[config.mk]
export PLATFORM = sky130hd
export DESIGN_NAME = spi_frame_master
export DESIGN_NICKNAME = d
export VERILOG_FILES = /design/src/rtl/spi_frame_master.sv
export SDC_FILE = /design/constraint.sdc
export NUM_CORES = 1
export LEC_CHECK = 0
export BUFFER_PORTS_ARGS = -buffer_cell sky130_fd_sc_hd__buf_2
export CORE_ASPECT_RATIO = 0.75
export CORE_MARGIN = 2
export CORE_UTILIZATION = 56
export DETAILED_ROUTE_END_ITERATION = 8
export PLACE_DENSITY = 0.87
export REMOVE_ABC_BUFFERS = 1
export SLEW_MARGIN = 20
export SYNTH_ARGS = -nofsm -noshare
export SYNTH_HDL_FRONTEND = slang
export SYNTH_SLANG_ARGS = --single-unit
[constraint.sdc]
create_clock -name clk -period 2.9 [get_ports clk]
set_clock_uncertainty 0.05 [all_clocks]
set_input_delay 0.29 -clock clk [delete_from_list [all_inputs] [get_ports clk]]
set_output_delay 0.29 -clock clk [all_outputs]
set_load 0.02 [all_outputs]
[src/rtl/spi_frame_master.sv]
module spi_frame_master #(
  parameter int CLK_DIV = 4,
  parameter int LEN_W   = 16
) (
  input  logic             clk,
  input  logic             rst_n,
  input  logic             cmd_valid,
  input  logic [15:0]      cmd_addr,
  input  logic [4:0]       cmd_block,
  input  logic             cmd_write,
  input  logic [1:0]       cmd_mode,
  input  logic [LEN_W-1:0] cmd_len,
  output logic             busy,
  input  logic [7:0]       wr_data,
  input  logic             wr_valid,
  output logic             wr_ready,
  output logic [7:0]       rd_data,
  output logic             rd_valid,
  output logic             sclk,
  output logic             mosi,
  output logic             cs_n,
  input  logic             miso
);
  localparam int DIV_W = $clog2(CLK_DIV + 1);
  localparam int IDX_W = LEN_W + 1;

  typedef enum logic [2:0] {S_IDLE, S_SHIFT, S_FETCH, S_END, S_GAP} state_t;

  state_t           state;
  logic [DIV_W-1:0] div_q;
  logic [15:0]      addr_q;
  logic [7:0]       ctrl_q;
  logic             write_q;
  logic [IDX_W-1:0] last_q, idx_q;
  logic [2:0]       bit_q;
  logic [7:0]       sreg, rx_q;
  logic             gap_q;
  logic [LEN_W-1:0] nbytes;

  wire tick      = (div_q == DIV_W'(CLK_DIV - 1));
  wire byte_done = (state == S_SHIFT) && tick && sclk && (bit_q == 3'd7);
  wire [IDX_W-1:0] next_idx = idx_q + 1'b1;
  wire next_data = (next_idx >= IDX_W'(3));
  wire at_last   = (idx_q == last_q);
  wire in_data   = (idx_q >= IDX_W'(3));
  wire [7:0] hdr_next = (next_idx == IDX_W'(1)) ? addr_q[7:0] : ctrl_q;

  assign busy     = (state != S_IDLE);
  assign mosi     = !cs_n && sreg[7];
  assign wr_ready = (state == S_FETCH) || (byte_done && !at_last && next_data && write_q);

  always_comb begin
    case (cmd_mode)
      2'd0:    nbytes = cmd_len;
      2'd1:    nbytes = LEN_W'(1);
      2'd2:    nbytes = LEN_W'(2);
      default: nbytes = LEN_W'(4);
    endcase
  end

  always_ff @(posedge clk or negedge rst_n) begin
    if (!rst_n) begin
      state    <= S_IDLE;
      div_q    <= '0;
      addr_q   <= '0;
      ctrl_q   <= '0;
      write_q  <= 1'b0;
      last_q   <= '0;
      idx_q    <= '0;
      bit_q    <= '0;
      sreg     <= '0;
      rx_q     <= '0;
      gap_q    <= 1'b0;
      cs_n     <= 1'b1;
      sclk     <= 1'b0;
      rd_data  <= '0;
      rd_valid <= 1'b0;
    end else begin
      rd_valid <= 1'b0;
      if (state == S_SHIFT || state == S_END || state == S_GAP)
        div_q <= tick ? '0 : div_q + 1'b1;
      else
        div_q <= '0;

      case (state)
        S_IDLE: if (cmd_valid) begin
          addr_q  <= cmd_addr;
          ctrl_q  <= {cmd_block, cmd_write, cmd_mode};
          write_q <= cmd_write;
          last_q  <= {1'b0, nbytes} + IDX_W'(2);
          idx_q   <= '0;
          bit_q   <= '0;
          sreg    <= cmd_addr[15:8];
          cs_n    <= 1'b0;
          state   <= S_SHIFT;
        end
        S_SHIFT: if (tick) begin
          if (!sclk) begin
            sclk <= 1'b1;
            rx_q <= {rx_q[6:0], miso};
          end else begin
            sclk <= 1'b0;
            if (bit_q != 3'd7) begin
              bit_q <= bit_q + 1'b1;
              sreg  <= {sreg[6:0], 1'b0};
            end else begin
              bit_q <= '0;
              if (in_data && !write_q) begin
                rd_data  <= rx_q;
                rd_valid <= 1'b1;
              end
              if (at_last) begin
                state <= S_END;
              end else begin
                idx_q <= next_idx;
                if (!next_data)     sreg  <= hdr_next;
                else if (!write_q)  sreg  <= '0;
                else if (wr_valid)  sreg  <= wr_data;
                else                state <= S_FETCH;
              end
            end
          end
        end
        S_FETCH: if (wr_valid) begin
          sreg  <= wr_data;
          state <= S_SHIFT;
        end
        S_END: if (tick) begin
          cs_n  <= 1'b1;
          gap_q <= 1'b0;
          state <= S_GAP;
        end
        S_GAP: if (tick) begin
          if (gap_q) state <= S_IDLE;
          else       gap_q <= 1'b1;
        end
        default: state <= S_IDLE;
      endcase
    end
  end

  p_sclk_idle_r6: assert property (@(posedge clk) disable iff (!rst_n)
    cs_n |-> !sclk);
  p_mosi_stable_r7: assert property (@(posedge clk) disable iff (!rst_n)
    (sclk && $past(sclk)) |-> $stable(mosi));
  p_gap_busy_r8: assert property (@(posedge clk) disable iff (!rst_n)
    $rose(cs_n) |-> busy);
  p_cs_start_r8: assert property (@(posedge clk) disable iff (!rst_n)
    $fell(cs_n) |-> $past(cmd_valid));
  p_rd_in_frame_r5: assert property (@(posedge clk) disable iff (!rst_n)
    rd_valid |-> !cs_n);
  p_stall_park_r9: assert property (@(posedge clk) disable iff (!rst_n)
    (state == S_FETCH) |-> (!sclk && !cs_n));
endmodule

---- Yosys cells after proc, flatten, opt, wreduce, memory -nomap -nowiden ----
Index checks and enable logic that the tools add are counted.
storage, ports and cells
  input bits .............................. 53
  bits in registers ....................... 88
cells by class
  reduce and logical (&&, ||, !) cells .... 31
  add/subtract/negate cells ............... 4
  equal/unequal tests ..................... 24
  bitwise logic cells ..................... 2
  magnitude comparators ................... 2
  mux-type cells .......................... 48
operators with widths
  kind                                                                                  count
  17-bit 2-to-1 mux                                                                     5
  8-bit 2-to-1 mux                                                                      9
  3-bit 2-to-1 mux                                                                      18
  16-bit one-hot mux with 3 select lines                                                1
  17-bit by 2-bit greater-or-equal comparator with 1-bit output, second input constant  2
  17-bit one-hot mux with 2 select lines                                                1
  8-bit one-hot mux with 3 select lines                                                 1
  2-bit != test, second input constant                                                  9
  16-bit by 2-bit adder with 17-bit output, second input constant                       1
  17-bit by 1-bit adder with 17-bit output, second input constant                       1
  17-bit by 1-bit equality test with 1-bit output, second input constant                1
  17-bit equality test                                                                  1
  3-bit one-hot mux with 5 select lines                                                 1
  3-bit != test, second input constant                                                  4
  11-bit AND reduction                                                                  1
  5-bit AND reduction                                                                   2
  3-bit by 2-bit equality test with 1-bit output, second input constant                 3
  1-bit 2-to-1 mux                                                                      9
  3-bit AND reduction                                                                   3
  1-bit logical AND                                                                     8
  3-bit by 1-bit adder with 3-bit output, second input constant                         2
  3-bit equality test, second input constant                                            2
  3-bit one-hot mux with 2 select lines                                                 1
  6-bit AND reduction                                                                   1
  14 further kinds                                                                      24

---- Logic depth before layout (Yosys ltp) ----
  depth in word-level cells ............... 9
  depth in mapped cells ................... 11

---- Least setup slack after synthesis ----
No wires, ideal clock.
  path type ............................... register to output
  start point ............................. register idx_q[1]
  end point ............................... output wr_ready
  buffers on the path ..................... 1
  data arrival time ....................... 2.234 ns
  data required time ...................... 2.560 ns
  setup slack ............................. 0.326 ns
  stages on the path, launching flop included .. 10
  path through ............................ dfrtp_1 ha_1 nand2_2 nor4_4 mux2i_1 a31oi_1 nor4b_2 or3b_1 buf_6 nand2_1
on the way
  cells in the longest elaborated chain, start to end .. 6
  elaborated cells on any way between the ends .. 8
  classes of those cells .................. add/sub (1); order compare (1); eq/ne (1); reduce/logical (5)
RTL lines
  item                                                                                              line  text
  start, declared                                                                                   34    logic [IDX_W-1:0] last_q, idx_q;
  start signal, assigned                                                                            115   idx_q <= next_idx;
  parallel branches: the longest is 3 deep, another holds 17-bit by 1-bit adder with 17-bit output  n/a
  1-bit logical AND (*) (2 in a row)                                                                50    assign wr_ready = (state == S_FETCH) || (byte_done && !at_last && next_data && write_q);
  1-bit logical OR (*)                                                                              50
  end, declared                                                                                     16    output logic wr_ready,
Every way passes the cells marked *.

---- Worst setup path in the final report ----
  start point ............................. register idx_q[0]
  end point ............................... output wr_ready
Same word-level chain as after synthesis.

==> results.json <==
{
  "p_int_mw": 1.978,
  "violations": "negative hold slack",
  "drc": 0,
  "whs_ps": -50.51,
  "final_area_um2": 5901,
  "async_flop_share_pct": 100.0,
  "worst_slew_pin_slew_ps": 793.0,
  "finalCritPeriodShare_pct": 98.20,
  "relSlewSlack_pct": 47.13,
  "die_w_um": 113.5,
  "cts_tree": "built",
  "drive_above_1_share_pct": 23.88,
  "synthSimpleGateAreaFrac_pct": 22.65,
  "fmax_mhz": 351.1,
  "p_sw_share_pct": 22.22,
  "finalNetCount": 680,
  "min_path_type": "input port to async pin",
  "viasPerCell": 5.997,
  "postRouteAntennaNets": 0,
  "required_ps": 2560,
  "ioPinCount": 67,
  "final_cell_mix": "124 x nand2_1, 78 x dfrtp_1, 65 x buf_2",
  "pre_cts_ws_ps": 173.9,
  "p_leak_nw": 2.726,
  "critPathMaxFanout": 6,
  "synth_edf_count": 0,
  "wl_per_cell_um": 16.87,
  "clk_pin_slew_ps": 60,
  "p_sw_mw": 0.5651,
  "grt.total_usage_pct": 26.90,
  "first_global_vias": 4184,
  "drtIter0Drc": 443,
  "num_vias": 4390,
  "numPortBuffers": 66,
  "synth.area.mux_share_pct": 6.556,
  "synth_warnings": 0,
  "drtPass1Iterations": 6,
  "antennaDiodeCount": 0,
  "n_fill_cell": 632,
  "vdd_drop_max_mv": 0.4405,
  "grt_max_degree": 88,
  "crit_family": "compound AO/OA/AOI/OAI gates",
  "synthCells": 557,
  "synth-seq-cells": 87,
  "critical_path.max_stage_delay_ps": 420,
  "mappedNetlistArea_um2": 5039,
  "cts_root_buffer": "clkbuf_16",
  "slowest_stage": "dfrtp_1",
  "core-area_um2": 8600,
  "p_clk_share_pct": 45.9,
  "pwr-share-seq_pct": 49.0,
  "status": "complete, but fails checks",
  "drt-total-wl_mm": 12.35,
  "h-tree-depth": 3,
  "dominantRegCellSynth": "dfrtp_1",
  "grt_pass1_wl_mm": 20.76,
  "power.density_nw_per_um2": 431.0,
  "row_count": 29,
  "power_frac_comb_pct": 5.1,
  "finalMaxSlewViolations": 0,
  "utilization_pct": 68.62,
  "postSynthAreaPerCell_um2": 9.046,
  "layout_min_cycle_time_ps": 2848,
  "numCtsBuffers": 9,
  "cts_buffer_depth": 2,
  "setup.worst_path.class": "register to output port",
  "finalHoldViolCount": 55,
  "maxCapViolCount": 0,
  "placed_area_um2": 5455,
  "antenna_found_initial": 0,
  "path_buf_inv": 3,
  "worstPathCellList": "buf_6, buf_2, a211o_1, a21oi_2, o21ai_1, a211oi_1, nor4b_4, or3b_4, nand2_1, buf_6",
  "timing.critical_path.mode_cell": "buf_6",
  "synth-compound-area-share_pct": 15.50,
  "grt_overflow": 0,
  "yosys.area_share.adder_pct": 1.987,
  "yosys.area_share.xor_xnor_pct": 5.910,
  "start_util_pct": 58.59,
  "die_h_um": 86.15,
  "ys_seq_area_share_pct": 43.23,
  "cts_sinks": 87,
  "clock_latency_ps": 340,
  "die_area_um2": 9780,
  "dpl.hpwl_mm": 8.590,
  "gp_congestion": 0.9498,
  "synth.distinct_cells": 65,
  "setup_viol": 0,
  "synth_top_family_by_area": "simple AND/OR/NAND/NOR gates",
  "final_common_cell": "nand2_1",
  "cp-start-kind": "register",
  "syn_to_final_growth_pct": 17.11,
  "layout_setup_ws_ps": 52.11,
  "end_kind": "output port",
  "crit_arrival_ps": 2510
}
## state kept, by name, indices dropped and copies added, names as in the netlist
| register | flops |
|---|---|
| cs_n | 1 |
| div_q | 3 |
| rd_valid | 1 |
| gap_q | 1 |
| rx_q | 8 |
| rd_data | 8 |
| bit_q | 3 |
| sclk | 1 |
| last_q | 17 |
| sreg | 8 |
| state | 3 |
| ctrl_q | 8 |
| addr_q | 8 |
| idx_q | 17 |
## metrics by stage
stage          power (mW)  setup TNS, ps  hold slack [ps]  cells
2_1_floorplan       1.313         -279.4           -55.59    523
3_3_place_gp        1.390              0            375.8    711
3_5_place_dp        1.398              0            391.8    711
4_1_cts             2.561              0            76.69    729
5_1_grt             2.622         -18.25            18.30    732
6_report            2.543              0           -50.51    732
## power groups by stage
| stage | registers, mW | clock network [mW] | logic [mW] |
|---|---|---|---|
| after floorplan | 1.26 | 0 | 0.0486 |
| after CTS | 1.25 | 1.18 | 0.130 |
| after global placement | 1.27 | 0 | 0.123 |
| final | 1.25 | 1.17 | 0.129 |
| after detailed placement | 1.27 | 0 | 0.129 |
| after global routing | 1.25 | 1.23 | 0.146 |
## synth_stat cells, drive strengths merged, types with 4 or more instances
cell	instances	area share, %
nor3	8	0.99
o221ai	7	2.1
o31ai	4	0.60
xor2	21	3.7
ha	8	2.0
mux2	8	1.8
nand4	10	1.5
nor2	34	2.5
and3	6	0.82
a31oi	6	1.0
a22oi	7	1.0
nand2	125	9.4
mux2i	24	4.8
dfrtp	86	43
nand2b	7	0.87
o21ai	59	5.9
clkbuf	19	1.4
nor2b	8	0.99
a21oi	5	0.50
xnor2	13	2.3
nor4	8	1.4
nand3	15	1.6
buf	15	1.9
inv	12	0.89
## path summary, 6_finish.rpt
path,from,to,slack (ps),cells after the start
setup / recovery,idx_q[0],wr_ready,50,10
hold / removal,rst_n,last_q[15],-50,1
setup reg to reg,idx_q[0],sreg[7],280,9
hold reg to reg,div_q[0],div_q[0],400,1
max in group asynchronous,rst_n,idx_q[2],2250,1
min in group clk,cmd_addr[4],addr_q[4],90,3
## layer usage
layer,GRT usage (%),wire length (um),vias up
met5,0,0,-
met2,42.08,5809,194
met4,9.091,312,0
li1,-,-,2079
met1,37.01,5326,2086
met3,6.714,899,31
## cell families after synthesis
family / count (synthesis)
multiplexers: 32
AND/OR/NAND/NOR: 237
AO/OA/AOI/OAI: 113
buffers and inverters: 46
XOR/XNOR: 34
flip-flops: 87
adder cells (fa/ha/maj): 8
## worst register-to-register path, stage by stage (launching register included)
cell	delay [ps]
dfrtp_1	420
buf_6	150
buf_4	130
xor2_1	150
nor4_1	270
nand4_1	220
nor2_1	250
a31o_2	410
mux2i_1	300
o221ai_2	130
## cell type report
class / count / area (um^2) / area share, %
Inverter: 12 / 45.04 / 0.7634
Timing Repair Buffer: 85 / 490.5 / 8.312
Sequential cell: 87 / 2188 / 37.09
Clock buffer: 11 / 242.7 / 4.114
Clock inverter: 5 / 56.30 / 0.9542
Tap cell: 108 / 135.1 / 2.290
Multi-Input combinational cell: 424 / 2743 / 46.48
## timing repair
action                     in CTS  in global routing
hold buffers                    0                  0
buffers inserted                2                  3
pin swaps                       2                  7
hold endpoints to repair        0                  0
setup endpoints to repair       1                  1
gates cloned                    0                  0
resized for setup               8                 20
Note: power is estimated with default switching activity, not from simulation.
